<file path="config.mk">
export PLATFORM = sky130hd
export DESIGN_NAME = irq_src_ctrl
export DESIGN_NICKNAME = d
export VERILOG_FILES = /design/src/rtl/isc_pkg.sv /design/src/rtl/isc_arb.sv /design/src/rtl/isc_src_bank.sv /design/src/rtl/isc_dlv.sv /design/src/rtl/irq_src_ctrl.sv
export SDC_FILE = /design/constraint.sdc
export NUM_CORES = 1
export LEC_CHECK = 0
export BUFFER_PORTS_ARGS = -buffer_cell sky130_fd_sc_hd__buf_2
export CAP_MARGIN = 5
export CORE_AREA = 2 2 135 137
export CTS_BUF_LIST = sky130_fd_sc_hd__clkbuf_8
export DETAILED_ROUTE_END_ITERATION = 10
export DIE_AREA = 0 0 137 139
export GPL_TIMING_DRIVEN = 0
export PLACE_DENSITY = 0.65
export RECOVER_POWER = 100
export SETUP_SLACK_MARGIN = 0.15
export SLEW_MARGIN = 20
export SYNTH_ARGS = -nofsm -noshare
export SYNTH_HDL_FRONTEND = slang
export SYNTH_SLANG_ARGS = --single-unit
</file>
<file path="constraint.sdc">
create_clock -name clk_i -period 5.8 [get_ports clk_i]
set_input_delay 0.58 -clock clk_i [delete_from_list [all_inputs] [get_ports clk_i]]
set_output_delay 0.58 -clock clk_i [all_outputs]
set_load 0.1 [all_outputs]
</file>
<file path="src/rtl/isc_pkg.sv">
`timescale 1ns/1ps
package isc_pkg;
  typedef enum logic [2:0] {OP_NONE, OP_EOI, OP_REJ, OP_TRG, OP_SCN} op_e;
  typedef enum logic [1:0] {DS_IDLE, DS_REQ, DS_WAIT} dlv_st_e;
endpackage

</file>
<file path="src/rtl/isc_arb.sv">
`timescale 1ns/1ps
module isc_arb (
  input  logic clk_i,
  input  logic rst_ni,
  input  logic idle_i,
  input  logic eoi_v_i,
  input  logic rej_v_i,
  input  logic trg_v_i,
  input  logic scn_v_i,
  output logic eoi_g_o,
  output logic rej_g_o,
  output logic trg_g_o,
  output logic scn_g_o
);
  always_comb begin
    eoi_g_o = idle_i & eoi_v_i;
    rej_g_o = idle_i & ~eoi_v_i & rej_v_i;
    trg_g_o = idle_i & ~eoi_v_i & ~rej_v_i & trg_v_i;
    scn_g_o = idle_i & ~eoi_v_i & ~rej_v_i & ~trg_v_i & scn_v_i;
  end


  grant_onehot_chk: assert property (@(posedge clk_i) disable iff (!rst_ni)
    $onehot0({eoi_g_o, rej_g_o, trg_g_o, scn_g_o}));

  trig_prec_chk: assert property (@(posedge clk_i) disable iff (!rst_ni)
    trg_g_o |-> (!eoi_v_i && !rej_v_i));
endmodule

</file>
<file path="src/rtl/isc_src_bank.sv">
`timescale 1ns/1ps
module isc_src_bank
  import isc_pkg::*;
#(
  parameter int NUM_SRC = 8,
  parameter int PRIO_W  = 8,
  parameter int SRV_W   = 4,
  parameter int SRC_W   = $clog2(NUM_SRC)
) (
  input  logic               clk_i,
  input  logic               rst_ni,
  input  logic               cfg_we_i,
  input  logic [SRC_W-1:0]   cfg_src_i,
  input  logic [PRIO_W-1:0]  cfg_prio_i,
  input  logic [SRV_W-1:0]   cfg_srv_i,
  input  logic               cfg_lsi_i,
  input  op_e                op_i,
  input  logic [SRC_W-1:0]   op_src_i,
  input  logic               op_lvl_i,
  input  logic               scan_req_i,
  output logic               scan_act_o,
  input  logic               refuse_i,
  input  logic [SRC_W-1:0]   refuse_src_i,
  output logic               att_o,
  output logic [SRC_W-1:0]   att_src_o,
  output logic [PRIO_W-1:0]  att_prio_o,
  output logic [SRV_W-1:0]   att_srv_o,
  output logic [NUM_SRC-1:0] mpend_o
);
  localparam logic [PRIO_W-1:0] MASKED = '1;
  localparam logic [SRC_W-1:0]  LAST   = SRC_W'(NUM_SRC - 1);

  logic [NUM_SRC-1:0][1:0]        pq_all;
  logic [NUM_SRC-1:0]             rs_all, lsi_all;
  logic [NUM_SRC-1:0][PRIO_W-1:0] prio_all;
  logic [NUM_SRC-1:0][SRV_W-1:0]  srv_all;

  logic [SRC_W-1:0]  sel, ptr_q;
  logic              scan_q;
  logic [1:0]        pq_c, pq_nx;
  logic              want, masked;

  assign sel    = (op_i == OP_SCN) ? ptr_q : op_src_i;
  assign pq_c   = pq_all[sel];
  assign masked = (prio_all[sel] == MASKED);

  always_comb begin
    pq_nx = pq_c;
    want  = 1'b0;
    unique case (op_i)
      OP_EOI: begin
        if (!lsi_all[sel]) pq_nx = {1'b0, pq_c[1]};
        want = pq_nx[0];
      end
      OP_TRG: begin
        if (lsi_all[sel]) begin
          pq_nx = {pq_c[1], op_lvl_i};
          want  = op_lvl_i & ~pq_c[0];
        end else begin
          pq_nx = {pq_c[0], 1'b1};
          want  = (pq_nx == 2'b01);
        end
      end
      OP_REJ:  want = 1'b1;
      OP_SCN:  want = rs_all[sel];
      default: want = 1'b0;
    endcase
  end

  assign att_o      = want & ~masked;
  assign att_src_o  = sel;
  assign att_prio_o = prio_all[sel];
  assign att_srv_o  = srv_all[sel];
  assign mpend_o    = mpend_w;

  logic [NUM_SRC-1:0] mpend_w;

  for (genvar g = 0; g < NUM_SRC; g++) begin : g_src
    logic [1:0]        pq_r;
    logic              rs_r, mp_r, lsi_r;
    logic [PRIO_W-1:0] prio_r;
    logic [SRV_W-1:0]  srv_r;
    logic              hit;

    assign hit = (op_i != OP_NONE) && (sel == SRC_W'(g));

    always_ff @(posedge clk_i or negedge rst_ni) begin
      if (!rst_ni) begin
        pq_r   <= 2'b00;
        rs_r   <= 1'b0;
        mp_r   <= 1'b0;
        lsi_r  <= 1'b0;
        prio_r <= MASKED;
        srv_r  <= '0;
      end else begin
        if (cfg_we_i && cfg_src_i == SRC_W'(g)) begin
          prio_r <= cfg_prio_i;
          srv_r  <= cfg_srv_i;
          lsi_r  <= cfg_lsi_i;
        end
        if (hit) begin
          pq_r <= pq_nx;
          if (want) rs_r <= 1'b0;
          if (want && masked) mp_r <= 1'b1;
        end
        if (refuse_i && refuse_src_i == SRC_W'(g)) rs_r <= 1'b1;
      end
    end

    assign pq_all[g]   = pq_r;
    assign rs_all[g]   = rs_r;
    assign lsi_all[g]  = lsi_r;
    assign prio_all[g] = prio_r;
    assign srv_all[g]  = srv_r;
    assign mpend_w[g]  = mp_r;
  end

  always_ff @(posedge clk_i or negedge rst_ni) begin
    if (!rst_ni) begin
      scan_q <= 1'b0;
      ptr_q  <= '0;
    end else if (scan_req_i) begin
      scan_q <= 1'b1;
      ptr_q  <= '0;
    end else if (op_i == OP_SCN) begin
      ptr_q <= ptr_q + 1'b1;
      if (ptr_q == LAST) scan_q <= 1'b0;
    end
  end

  assign scan_act_o = scan_q;


  mpend_sticky_chk: assert property (@(posedge clk_i) disable iff (!rst_ni)
    (($past(mpend_w) & ~mpend_w) == '0));

  scan_step_chk: assert property (@(posedge clk_i) disable iff (!rst_ni)
    (op_i == OP_SCN) |-> scan_q);
endmodule

</file>
<file path="src/rtl/isc_dlv.sv">
`timescale 1ns/1ps
module isc_dlv
  import isc_pkg::*;
#(
  parameter int PRIO_W = 8,
  parameter int SRV_W  = 4,
  parameter int SRC_W  = 3
) (
  input  logic              clk_i,
  input  logic              rst_ni,
  input  logic              att_i,
  input  logic [SRC_W-1:0]  att_src_i,
  input  logic [PRIO_W-1:0] att_prio_i,
  input  logic [SRV_W-1:0]  att_srv_i,
  output logic              idle_o,
  output logic              dlv_valid_o,
  input  logic              dlv_ready_i,
  output logic [SRC_W-1:0]  dlv_src_o,
  output logic [PRIO_W-1:0] dlv_prio_o,
  output logic [SRV_W-1:0]  dlv_srv_o,
  input  logic              rsp_valid_i,
  input  logic              rsp_accept_i,
  output logic              refuse_o,
  output logic              resend_note_o
);
  localparam logic [PRIO_W-1:0] MASKED = '1;

  dlv_st_e st_q;
  logic    note_q;

  assign idle_o      = (st_q == DS_IDLE);
  assign dlv_valid_o = (st_q == DS_REQ);
  assign refuse_o    = (st_q == DS_WAIT) && rsp_valid_i && !rsp_accept_i;

  always_ff @(posedge clk_i or negedge rst_ni) begin
    if (!rst_ni) begin
      st_q       <= DS_IDLE;
      dlv_src_o  <= '0;
      dlv_prio_o <= '0;
      dlv_srv_o  <= '0;
      note_q     <= 1'b0;
    end else begin
      note_q <= refuse_o;
      unique case (st_q)
        DS_IDLE: if (att_i) begin
          st_q       <= DS_REQ;
          dlv_src_o  <= att_src_i;
          dlv_prio_o <= att_prio_i;
          dlv_srv_o  <= att_srv_i;
        end
        DS_REQ:  if (dlv_ready_i) st_q <= DS_WAIT;
        DS_WAIT: if (rsp_valid_i) st_q <= DS_IDLE;
        default: st_q <= DS_IDLE;
      endcase
    end
  end

  assign resend_note_o = note_q;


  offer_hold_chk: assert property (@(posedge clk_i) disable iff (!rst_ni)
    (dlv_valid_o && !dlv_ready_i) |=> (dlv_valid_o && $stable(dlv_src_o)
      && $stable(dlv_prio_o) && $stable(dlv_srv_o)));

  no_masked_offer_chk: assert property (@(posedge clk_i) disable iff (!rst_ni)
    dlv_valid_o |-> (dlv_prio_o != MASKED));

  note_cause_chk: assert property (@(posedge clk_i) disable iff (!rst_ni)
    resend_note_o |-> $past(rsp_valid_i && !rsp_accept_i));
endmodule

</file>
<file path="src/rtl/irq_src_ctrl.sv">
`timescale 1ns/1ps
module irq_src_ctrl
  import isc_pkg::*;
#(
  parameter int NUM_SRC = 8,
  parameter int PRIO_W  = 8,
  parameter int SRV_W   = 4,
  localparam int SRC_W  = $clog2(NUM_SRC)
) (
  input  logic               clk_i,
  input  logic               rst_ni,
  input  logic               cfg_we_i,
  input  logic [SRC_W-1:0]   cfg_src_i,
  input  logic [PRIO_W-1:0]  cfg_prio_i,
  input  logic [SRV_W-1:0]   cfg_srv_i,
  input  logic               cfg_lsi_i,
  input  logic               trig_valid_i,
  output logic               trig_ready_o,
  input  logic [SRC_W-1:0]   trig_src_i,
  input  logic               trig_level_i,
  input  logic               eoi_valid_i,
  output logic               eoi_ready_o,
  input  logic [SRC_W-1:0]   eoi_src_i,
  input  logic               rej_valid_i,
  output logic               rej_ready_o,
  input  logic [SRC_W-1:0]   rej_src_i,
  input  logic               scan_req_i,
  output logic               scan_busy_o,
  output logic               dlv_valid_o,
  input  logic               dlv_ready_i,
  output logic [SRC_W-1:0]   dlv_src_o,
  output logic [PRIO_W-1:0]  dlv_prio_o,
  output logic [SRV_W-1:0]   dlv_srv_o,
  input  logic               rsp_valid_i,
  input  logic               rsp_accept_i,
  output logic               resend_note_o,
  output logic [NUM_SRC-1:0] masked_pend_o
);
  logic              idle, scan_act, g_eoi, g_rej, g_trg, g_scn;
  logic              att, refuse;
  logic [SRC_W-1:0]  att_src, op_src;
  logic [PRIO_W-1:0] att_prio;
  logic [SRV_W-1:0]  att_srv;
  op_e               op;

  isc_arb u_arb (
    .clk_i   (clk_i),
    .rst_ni  (rst_ni),
    .idle_i  (idle),
    .eoi_v_i (eoi_valid_i),
    .rej_v_i (rej_valid_i),
    .trg_v_i (trig_valid_i),
    .scn_v_i (scan_act),
    .eoi_g_o (g_eoi),
    .rej_g_o (g_rej),
    .trg_g_o (g_trg),
    .scn_g_o (g_scn)
  );

  always_comb begin
    op     = OP_NONE;
    op_src = trig_src_i;
    if (g_eoi) begin
      op = OP_EOI; op_src = eoi_src_i;
    end else if (g_rej) begin
      op = OP_REJ; op_src = rej_src_i;
    end else if (g_trg) begin
      op = OP_TRG;
    end else if (g_scn) begin
      op = OP_SCN;
    end
  end

  isc_src_bank #(
    .NUM_SRC (NUM_SRC),
    .PRIO_W  (PRIO_W),
    .SRV_W   (SRV_W),
    .SRC_W   (SRC_W)
  ) u_bank (
    .clk_i        (clk_i),
    .rst_ni       (rst_ni),
    .cfg_we_i     (cfg_we_i),
    .cfg_src_i    (cfg_src_i),
    .cfg_prio_i   (cfg_prio_i),
    .cfg_srv_i    (cfg_srv_i),
    .cfg_lsi_i    (cfg_lsi_i),
    .op_i         (op),
    .op_src_i     (op_src),
    .op_lvl_i     (trig_level_i),
    .scan_req_i   (scan_req_i),
    .scan_act_o   (scan_act),
    .refuse_i     (refuse),
    .refuse_src_i (dlv_src_o),
    .att_o        (att),
    .att_src_o    (att_src),
    .att_prio_o   (att_prio),
    .att_srv_o    (att_srv),
    .mpend_o      (masked_pend_o)
  );

  isc_dlv #(
    .PRIO_W (PRIO_W),
    .SRV_W  (SRV_W),
    .SRC_W  (SRC_W)
  ) u_dlv (
    .clk_i         (clk_i),
    .rst_ni        (rst_ni),
    .att_i         (att),
    .att_src_i     (att_src),
    .att_prio_i    (att_prio),
    .att_srv_i     (att_srv),
    .idle_o        (idle),
    .dlv_valid_o   (dlv_valid_o),
    .dlv_ready_i   (dlv_ready_i),
    .dlv_src_o     (dlv_src_o),
    .dlv_prio_o    (dlv_prio_o),
    .dlv_srv_o     (dlv_srv_o),
    .rsp_valid_i   (rsp_valid_i),
    .rsp_accept_i  (rsp_accept_i),
    .refuse_o      (refuse),
    .resend_note_o (resend_note_o)
  );

  assign trig_ready_o = g_trg;
  assign eoi_ready_o  = g_eoi;
  assign rej_ready_o  = g_rej;
  assign scan_busy_o  = scan_act;


  single_outstanding_chk: assert property (@(posedge clk_i) disable iff (!rst_ni)
    dlv_valid_o |-> !(trig_ready_o || eoi_ready_o || rej_ready_o));
endmodule

</file>
Word-level counts from Yosys, hierarchy flattened
Cells that the tools add are included.
{"block": "word_totals", "wordCells": 221, "inputBits": 36, "latch_bits": 0, "out_inout_bits": 29, "rom_bits": 0, "n_memories": 0, "regBits": 158, "mem_bits_rw": 0}
{"block": "classes", "order_cmp": 1, "n_div": 0, "bitwise_logic": 14, "n_mul": 0, "muxes": 48, "n_eq_ne": 32, "reduce_logical": 70, "shift": 0, "addsub": 1}
{"cell": "3-bit equality test, second input constant", "count": 14}
{"cell": "2-bit AND reduction", "count": 18}
{"cell": "2-bit nonzero test", "count": 18}
{"cell": "1-bit logical AND", "count": 27}
{"cell": "3-bit two-way mux", "count": 9}
{"cell": "8-bit binary-select mux with 3-bit select", "count": 1}
{"cell": "3-bit by 2-bit equality test with 1-bit output, second input constant", "count": 8}
{"cell": "1-bit two-way mux", "count": 23}
{"cell": "4-bit binary-select mux with 3-bit select", "count": 1}
{"cell": "3-bit by 1-bit equality test with 1-bit output, second input constant", "count": 4}
{"cell": "2-bit two-way mux", "count": 6}
{"cell": "1-bit bitwise AND", "count": 9}
{"cell": "3-bit logical NOT", "count": 3}
{"cell": "8-bit equality test, second input constant", "count": 1}
{"cell": "8-bit two-way mux", "count": 1}
{"cell": "1-bit binary-select mux with 3-bit select", "count": 2}
{"cell": "2-bit binary-select mux with 3-bit select", "count": 1}
{"cell": "2-bit one-hot mux with 3 select lines", "count": 1}
{"cell": "1-bit NOT", "count": 5}
{"cell": "3-bit by 4-bit < comparator with 1-bit output, second input constant", "count": 1}
{"cell": "4-bit two-way mux", "count": 1}
{"cell": "2-bit inequality test, second input constant", "count": 2}
{"cell": "1-bit one-hot mux with 4 select lines", "count": 1}
{"cell": "2-bit one-hot mux with 2 select lines", "count": 1}
{"cell": "other kinds (8)", "count": 8}

Depth between registers and ports, before layout
{"block": "depth", "ltp_word": 20, "mapped_depth": 13, "depth_no_buf": 9}

Hierarchy
From an unflattened synthesis, not the netlist that was laid out.
{"block": "hier_totals", "hier_cells": 625, "hier_area_um2": 7732.4}
{"mod": "isc_src_bank", "seq_area_each_um2": 3583.4, "n_inst": 1, "area_each_um2": 6856.6, "cells_each": 561}
{"mod": "isc_dlv", "seq_area_each_um2": 450.4, "n_inst": 1, "area_each_um2": 698.2, "cells_each": 42}
{"mod": "irq_src_ctrl", "seq_area_each_um2": 0.0, "n_inst": 1, "area_each_um2": 117.6, "cells_each": 16}
{"mod": "isc_arb", "seq_area_each_um2": 0.0, "n_inst": 1, "area_each_um2": 60.1, "cells_each": 6}

Least setup slack after synthesis
OpenSTA, ideal clock, no wires.
{"block": "synth_timing", "kind": "input -> register", "startpoint": "in eoi_valid_i", "endpoint": "reg u_dlv.dlv_srv_o[0]", "path_slack_ps": 1175, "t_arrival_ps": 4499, "required_time_ps": 5675, "stages": 8, "setup_ps": 125, "n_path_buf": 2, "path_cell_list": "buf_6 > or2_1 > nor3_1 > and3_1 > a221o_4 > nand3_4 > buf_12 > mux2_4"}
{"block": "synth_via", "word_cells_on_any_way": 38, "cone_classes": "eq/ne: 5; mux: 20; bitwise: 12; reduce/logical: 1"}
{"element": "from (decl)", "line_no": "irq_src_ctrl.sv:21", "source": "input logic eoi_valid_i,"}
{"element": "1-bit NOT *", "line_no": "isc_arb.sv:18", "source": "trg_g_o = idle_i & ~eoi_v_i & ~rej_v_i & trg_v_i;"}
{"element": "1-bit bitwise AND * (3 in a row)", "line_no": "isc_arb.sv:18"}
{"element": "named net trig_ready_o", "line_no": "irq_src_ctrl.sv:18", "source": "output logic trig_ready_o,"}
{"element": "3-bit two-way mux *", "line_no": "irq_src_ctrl.sv:67", "source": "end else if (g_trg) begin"}
{"element": "3-bit two-way mux *", "line_no": "irq_src_ctrl.sv:65", "source": "end else if (g_rej) begin"}
{"element": "3-bit two-way mux *", "line_no": "irq_src_ctrl.sv:63", "source": "if (g_eoi) begin"}
{"element": "3-bit equality test", "line_no": "isc_src_bank.sv:43, isc_src_bank.sv:50"}
{"element": "3-bit two-way mux", "line_no": "isc_src_bank.sv:43", "source": "assign sel = (op_i == OP_SCN) ? ptr_q : op_src_i;"}
{"element": "2-bit binary-select mux with 3-bit select", "line_no": "isc_src_bank.sv:44", "source": "assign pq_c = pq_all[sel];"}
{"element": "2-bit two-way mux (implied by the code)", "line_no": "isc_src_bank.sv:44"}
{"element": "1-bit NOT", "line_no": "isc_src_bank.sv:58, isc_src_bank.sv:61"}
{"element": "1-bit bitwise AND", "line_no": "isc_src_bank.sv:58", "source": "want = op_lvl_i & ~pq_c[0];"}
{"element": "1-bit two-way mux", "line_no": "isc_src_bank.sv:56", "source": "if (lsi_all[sel]) begin"}
{"element": "1-bit one-hot mux with 4 select lines", "line_no": "isc_src_bank.sv:50", "source": "unique case (op_i)"}
{"element": "1-bit bitwise AND", "line_no": "isc_src_bank.sv:70", "source": "assign att_o = want & ~masked;"}
{"element": "2-bit AND reduction (no line)"}
{"element": "to (signal assigned)", "line_no": "isc_dlv.sv:49", "source": "dlv_srv_o <= att_srv_i;"}
{"element": "to (decl)", "line_no": "isc_dlv.sv:20", "source": "output logic [SRV_W-1:0] dlv_srv_o,"}
The timed path passes the listed nets; every way through them passes the cells marked *. The select of a mux whose other input is x is not followed.
A chain may end at the register's enable or synchronous reset.

Worst setup path after layout
{"block": "layout_timing", "startpoint": "reg u_dlv.st_q[0]", "endpoint": "reg u_dlv.dlv_srv_o[0]"}
{"block": "layout_via", "elab_chain_len": 19, "word_cells_on_any_way": 38, "cone_classes": "eq/ne: 5; mux: 20; bitwise: 11; reduce/logical: 2"}
{"element": "from (decl)", "line_no": "isc_dlv.sv:28", "source": "dlv_st_e st_q;"}
{"element": "from (signal assigned)", "line_no": "isc_dlv.sv:37", "source": "st_q <= DS_IDLE;"}
{"element": "from (signal assigned)", "line_no": "isc_dlv.sv:46", "source": "st_q <= DS_REQ;"}
{"element": "from (signal assigned)", "line_no": "isc_dlv.sv:51", "source": "DS_REQ: if (dlv_ready_i) st_q <= DS_WAIT;"}
{"element": "2-bit logical NOT *", "line_no": "isc_dlv.sv:31, isc_dlv.sv:44"}
{"element": "1-bit bitwise AND", "line_no": "isc_arb.sv:17, isc_arb.sv:18, isc_arb.sv:19"}
{"element": "1-bit bitwise AND", "line_no": "isc_arb.sv:18, isc_arb.sv:19"}
{"element": "1-bit bitwise AND (2 in a row)", "line_no": "isc_arb.sv:19", "source": "scn_g_o = idle_i & ~eoi_v_i & ~rej_v_i & ~trg_v_i & scn_v_i;"}
{"element": "3-bit two-way mux", "line_no": "irq_src_ctrl.sv:69", "source": "end else if (g_scn) begin"}
{"element": "3-bit two-way mux", "line_no": "irq_src_ctrl.sv:67"}
{"element": "3-bit two-way mux", "line_no": "irq_src_ctrl.sv:65"}
{"element": "3-bit two-way mux", "line_no": "irq_src_ctrl.sv:63"}
{"element": "[... 2 more ...]"}
{"element": "2-bit binary-select mux with 3-bit select", "line_no": "isc_src_bank.sv:44"}
{"element": "2-bit two-way mux (implied by the code)", "line_no": "isc_src_bank.sv:44"}
{"element": "1-bit NOT", "line_no": "isc_src_bank.sv:58, isc_src_bank.sv:61"}
{"element": "1-bit bitwise AND", "line_no": "isc_src_bank.sv:58"}
{"element": "1-bit two-way mux", "line_no": "isc_src_bank.sv:56"}
{"element": "1-bit one-hot mux with 4 select lines", "line_no": "isc_src_bank.sv:50"}
{"element": "1-bit bitwise AND", "line_no": "isc_src_bank.sv:70"}
{"element": "2-bit AND reduction (no line)"}
Every way passes the cells marked *; elsewhere a longest branch is shown, timed or not. The select of a mux whose other input is x is not followed.

==> impl_metrics.sql <==
INSERT INTO impl_metrics (metric_group, metric, value, unit) VALUES
('run_status', 'violations', 'capacitance limit, slew limit', ''),
('timing', 'rsz0062_at_grt', 'false', ''),
('clock_tree', 'clk_path_buf_depth', '2', ''),
('cells_and_area', 'final_cell_mix', 'mux2_2, dfrtp_1, nand2_1', ''),
('clock_tree', 'cts_tree', 'built', ''),
('worst_hold_path', 'min_path_type', 'input port to register', ''),
('synth', 'synth.cell_area', '7790', 'um2'),
('timing', 'final_min_period_over_clock_period', '0.836', ''),
('critical_path', 'r2r.worst_path.cells', '11', ''),
('critical_path', 'cp_data_arrival_time', '5.21', 'ns'),
('synth', 'synth.ff_latch_count', '158', ''),
('drt', 'detail_route.vias_per_cell', '5.77', ''),
('pwr', 'p_total', '4.58', 'mW'),
('drt', 'routed_wl', '20600', 'um'),
('synth', 'async_reset_ff_frac', '1.00', ''),
('clock_tree', 'clock_sink_count', '158', ''),
('drt', 'count_of_unresolved_drc_violations_after_routing', '0', ''),
('synth', 'synth-warning-count', '0', ''),
('synth', 'synth_cells', '653', ''),
('timing', 'maxSlewViolCount', '54', ''),
('worst_hold_path', 'whs_path_depth', '2', ''),
('critical_path', 'worstReg2RegEnd', 'u_dlv.dlv_srv_o[0]', ''),
('cells_and_area', 'utilization', '0.494', ''),
('critical_path', 'crit_type', 'register to register', ''),
('cells_and_area', 'layout.cells.most_common', 'mux2_2', ''),
('timing', 'timing.setup.tns', '0', 'ns'),
('critical_path', 'setup.worst_path.end_class', 'register', ''),
('drt', 'route.vias.total', '5639', ''),
('cells_and_area', 'area_growth', '11.9', '%'),
('global_route', 'grt_start_max_net_pins', '106', ''),
('timing', 'clock-skew-final', '0.0145', 'ns'),
('place', 'placement.cell_area', '8430', 'um2'),
('die', 'floorplan.die.height', '139', 'um'),
('clock_tree', 'cts_root_buffer', 'clkbuf_8', ''),
('die', 'pin_count', '65', ''),
('drt', 'detailedRoute.firstPassIterationCount', '5', ''),
('critical_path', 'cp_max_fanout', '10', ''),
('timing', 'timing.final.crit_period', '4.85', 'ns'),
('clock_tree', 'cts_made_buffers', '17', ''),
('synth', 'synth_edf_count', '0', ''),
('synth', 'synth_largest_area_cell', 'dfrtp_1', ''),
('drt', 'antenna_left', '0', ''),
('synth', 'synth_top_flop_cell', 'dfrtp_1', ''),
('clock_tree', 'cts_hold_buf', '0', ''),
('run', 'timing.max_cap.violations', '1', ''),
('clock_tree', 'post_cts.repair.setup_buffers', '0', ''),
('global_route', 'global_route.usage.total', '0.225', ''),
('die', 'core_region_area', '17700', 'um2'),
('cells_and_area', 'postLayoutCellArea', '8720', 'um2'),
('synth', 'synth.net_count', '691', ''),
('pwr', 'power_leakage', '3.70', 'nW'),
('place', 'port_buffers', '63', ''),
('timing', 'maxClockFrequency', '206', 'MHz'),
('timing', 'timing_hold_violations_final', '0', ''),
('timing', 'timing.final.setup_violations', '0', ''),
('timing', 'worst_slack', '0.952', 'ns'),
('synth', 'synth_sequential_area_ratio', '0.518', ''),
('synth', 'syn_area_per_cell', '11.9', 'um2'),
('global_route', 'grt_remaining_overflow', '0', ''),
('clock_tree', 'post_cts.resized_instances', '0', ''),
('cells_and_area', 'layout-drive-gt1-share', '0.385', ''),
('critical_path', 'crit_path_launch', 'u_dlv.st_q[0]', ''),
('run_status', 'result_of_the_run', 'finished, violations left', ''),
('die', 'horizontal_die_dimension', '137', 'um'),
('global_route', 'grt_pass1_wl', '32300', 'um'),
('cells_and_area', 'antenna_cells', '0', ''),
('global_route', 'number_of_global_route_vias_before_repair', '5802', ''),
('critical_path', 'crit_path_start_kind', 'register', ''),
('critical_path', 'worst-r2r-setup-slack', '0.95', 'ns'),
('critical_path', 'worst_setup_path_endpoint', 'u_dlv.dlv_srv_o[0]', ''),
('timing', 'max_slew_margin', '-0.997', '');
[cell families (layout without fill, tap and decap cells)]
kind of cell	after synthesis	count (layout)	share of synthesized area
AO/OA/AOI/OAI	104	104	0.104
adder cells (fa/ha/maj)	2	2	0.00321
buffers and inverters	56	152	0.0363
flip-flops	158	158	0.518
multiplexers	145	145	0.225
AND/OR/NAND/NOR	188	188	0.114
[layer usage]
layer  track usage  vias up  part of all wire  routed length (um)
li1              -     2517                 -                   -
met1         0.308     2853              0.43                8860
met2         0.351      224              0.47                9760
met3        0.0515       43             0.069                1410
met4        0.0803        2             0.025                 513
met5             0        -           0.00034                   7
[final cells by class]
| type | instances | area (um2) | share of cell area |
|---|---|---|---|
| multi-input combinational | 439 | 3400 | 0.389 |
| timing repair buffer | 64 | 303 | 0.0347 |
| tap | 229 | 287 | 0.0329 |
| inverter | 18 | 67.6 | 0.00775 |
| clock inverter | 15 | 184 | 0.0211 |
| sequential | 158 | 4030 | 0.463 |
| clock buffer | 17 | 234 | 0.0268 |
| buffer | 38 | 214 | 0.0245 |
[flip-flops by register name (all words and copies together) (netlist names)]
signal and cells:
u_bank.g_src.mp_r 8, u_dlv.resend_note_o 1, u_dlv.dlv_prio_o 8, u_dlv.dlv_src_o 3, u_bank.g_src.lsi_r 8, u_bank.g_src.prio_r 64
u_dlv.dlv_srv_o 4, u_bank.ptr_q 3, u_bank.g_src.pq_r 16, u_bank.g_src.srv_r 32, u_bank.scan_act_o 1, u_bank.g_src.rs_r 8
u_dlv.st_q 2
[critical path, stage by stage (launching register included)]
cell and delay (ns):
dfrtp_1 0.42, nor2_2 0.39, a21oi_1 0.17, o31ai_1 1.06
buf_2 0.51, mux4_2 0.29, mux2i_1 0.11, nor3_1 0.63
o211ai_1 0.34, nand3_4 0.29, buf_12 0.19, mux2_1 0.33
[power by group]
| part | internal, mW | switching [mW] |
|---|---|---|
| registers | 1.47 | 0.182 |
| logic | 0.666 | 1.38 |
| clock network | 0.434 | 0.445 |
[synth_stat cells (all sizes together), types with 2 or more instances]
cell / instances
mux4: 10
o2bb2a: 2
a21oi: 18
o22ai: 2
dfrtp: 94
ha: 2
nand4b: 3
a21o: 9
a311oi: 3
nor4: 3
a31o: 5
nand2b: 10
o211ai: 6
a31oi: 3
nor2: 30
clkbuf: 18
a211oi: 3
a22oi: 5
nor3b: 6
inv: 18
mux2: 128
o21ai: 29
or2: 2
o31a: 2
dfstp: 64
and2: 2
and3: 5
nand2: 82
or3b: 2
nand3: 32
mux2i: 7
a311o: 2
nor3: 9
buf: 20
o31ai: 4
o311ai: 3
a22o: 2
[how the worst min path moves through the flow]
stage,from,to,slack (ns)
2_1_floorplan,rst_ni,u_bank.g_src[0].lsi_r,0.28
3_3_place_gp,u_bank.g_src[5].mp_r,u_bank.g_src[5].mp_r,0.44
3_5_place_dp,u_bank.g_src[0].mp_r,u_bank.g_src[0].mp_r,0.45
4_1_cts,rst_ni,u_bank.scan_act_o,0.02
5_1_grt,scan_req_i,u_bank.ptr_q[0],0.29
6_report,scan_req_i,u_bank.ptr_q[0],0.31
[stage by stage]
step,cells,hold slack (ns)
after detailed placement,946,0.447
final,978,0.312
after floorplan,653,0.284
after global routing,978,0.289
after CTS,978,0.0174
after global placement,945,0.444
Power figures use the tool's default switching activity.
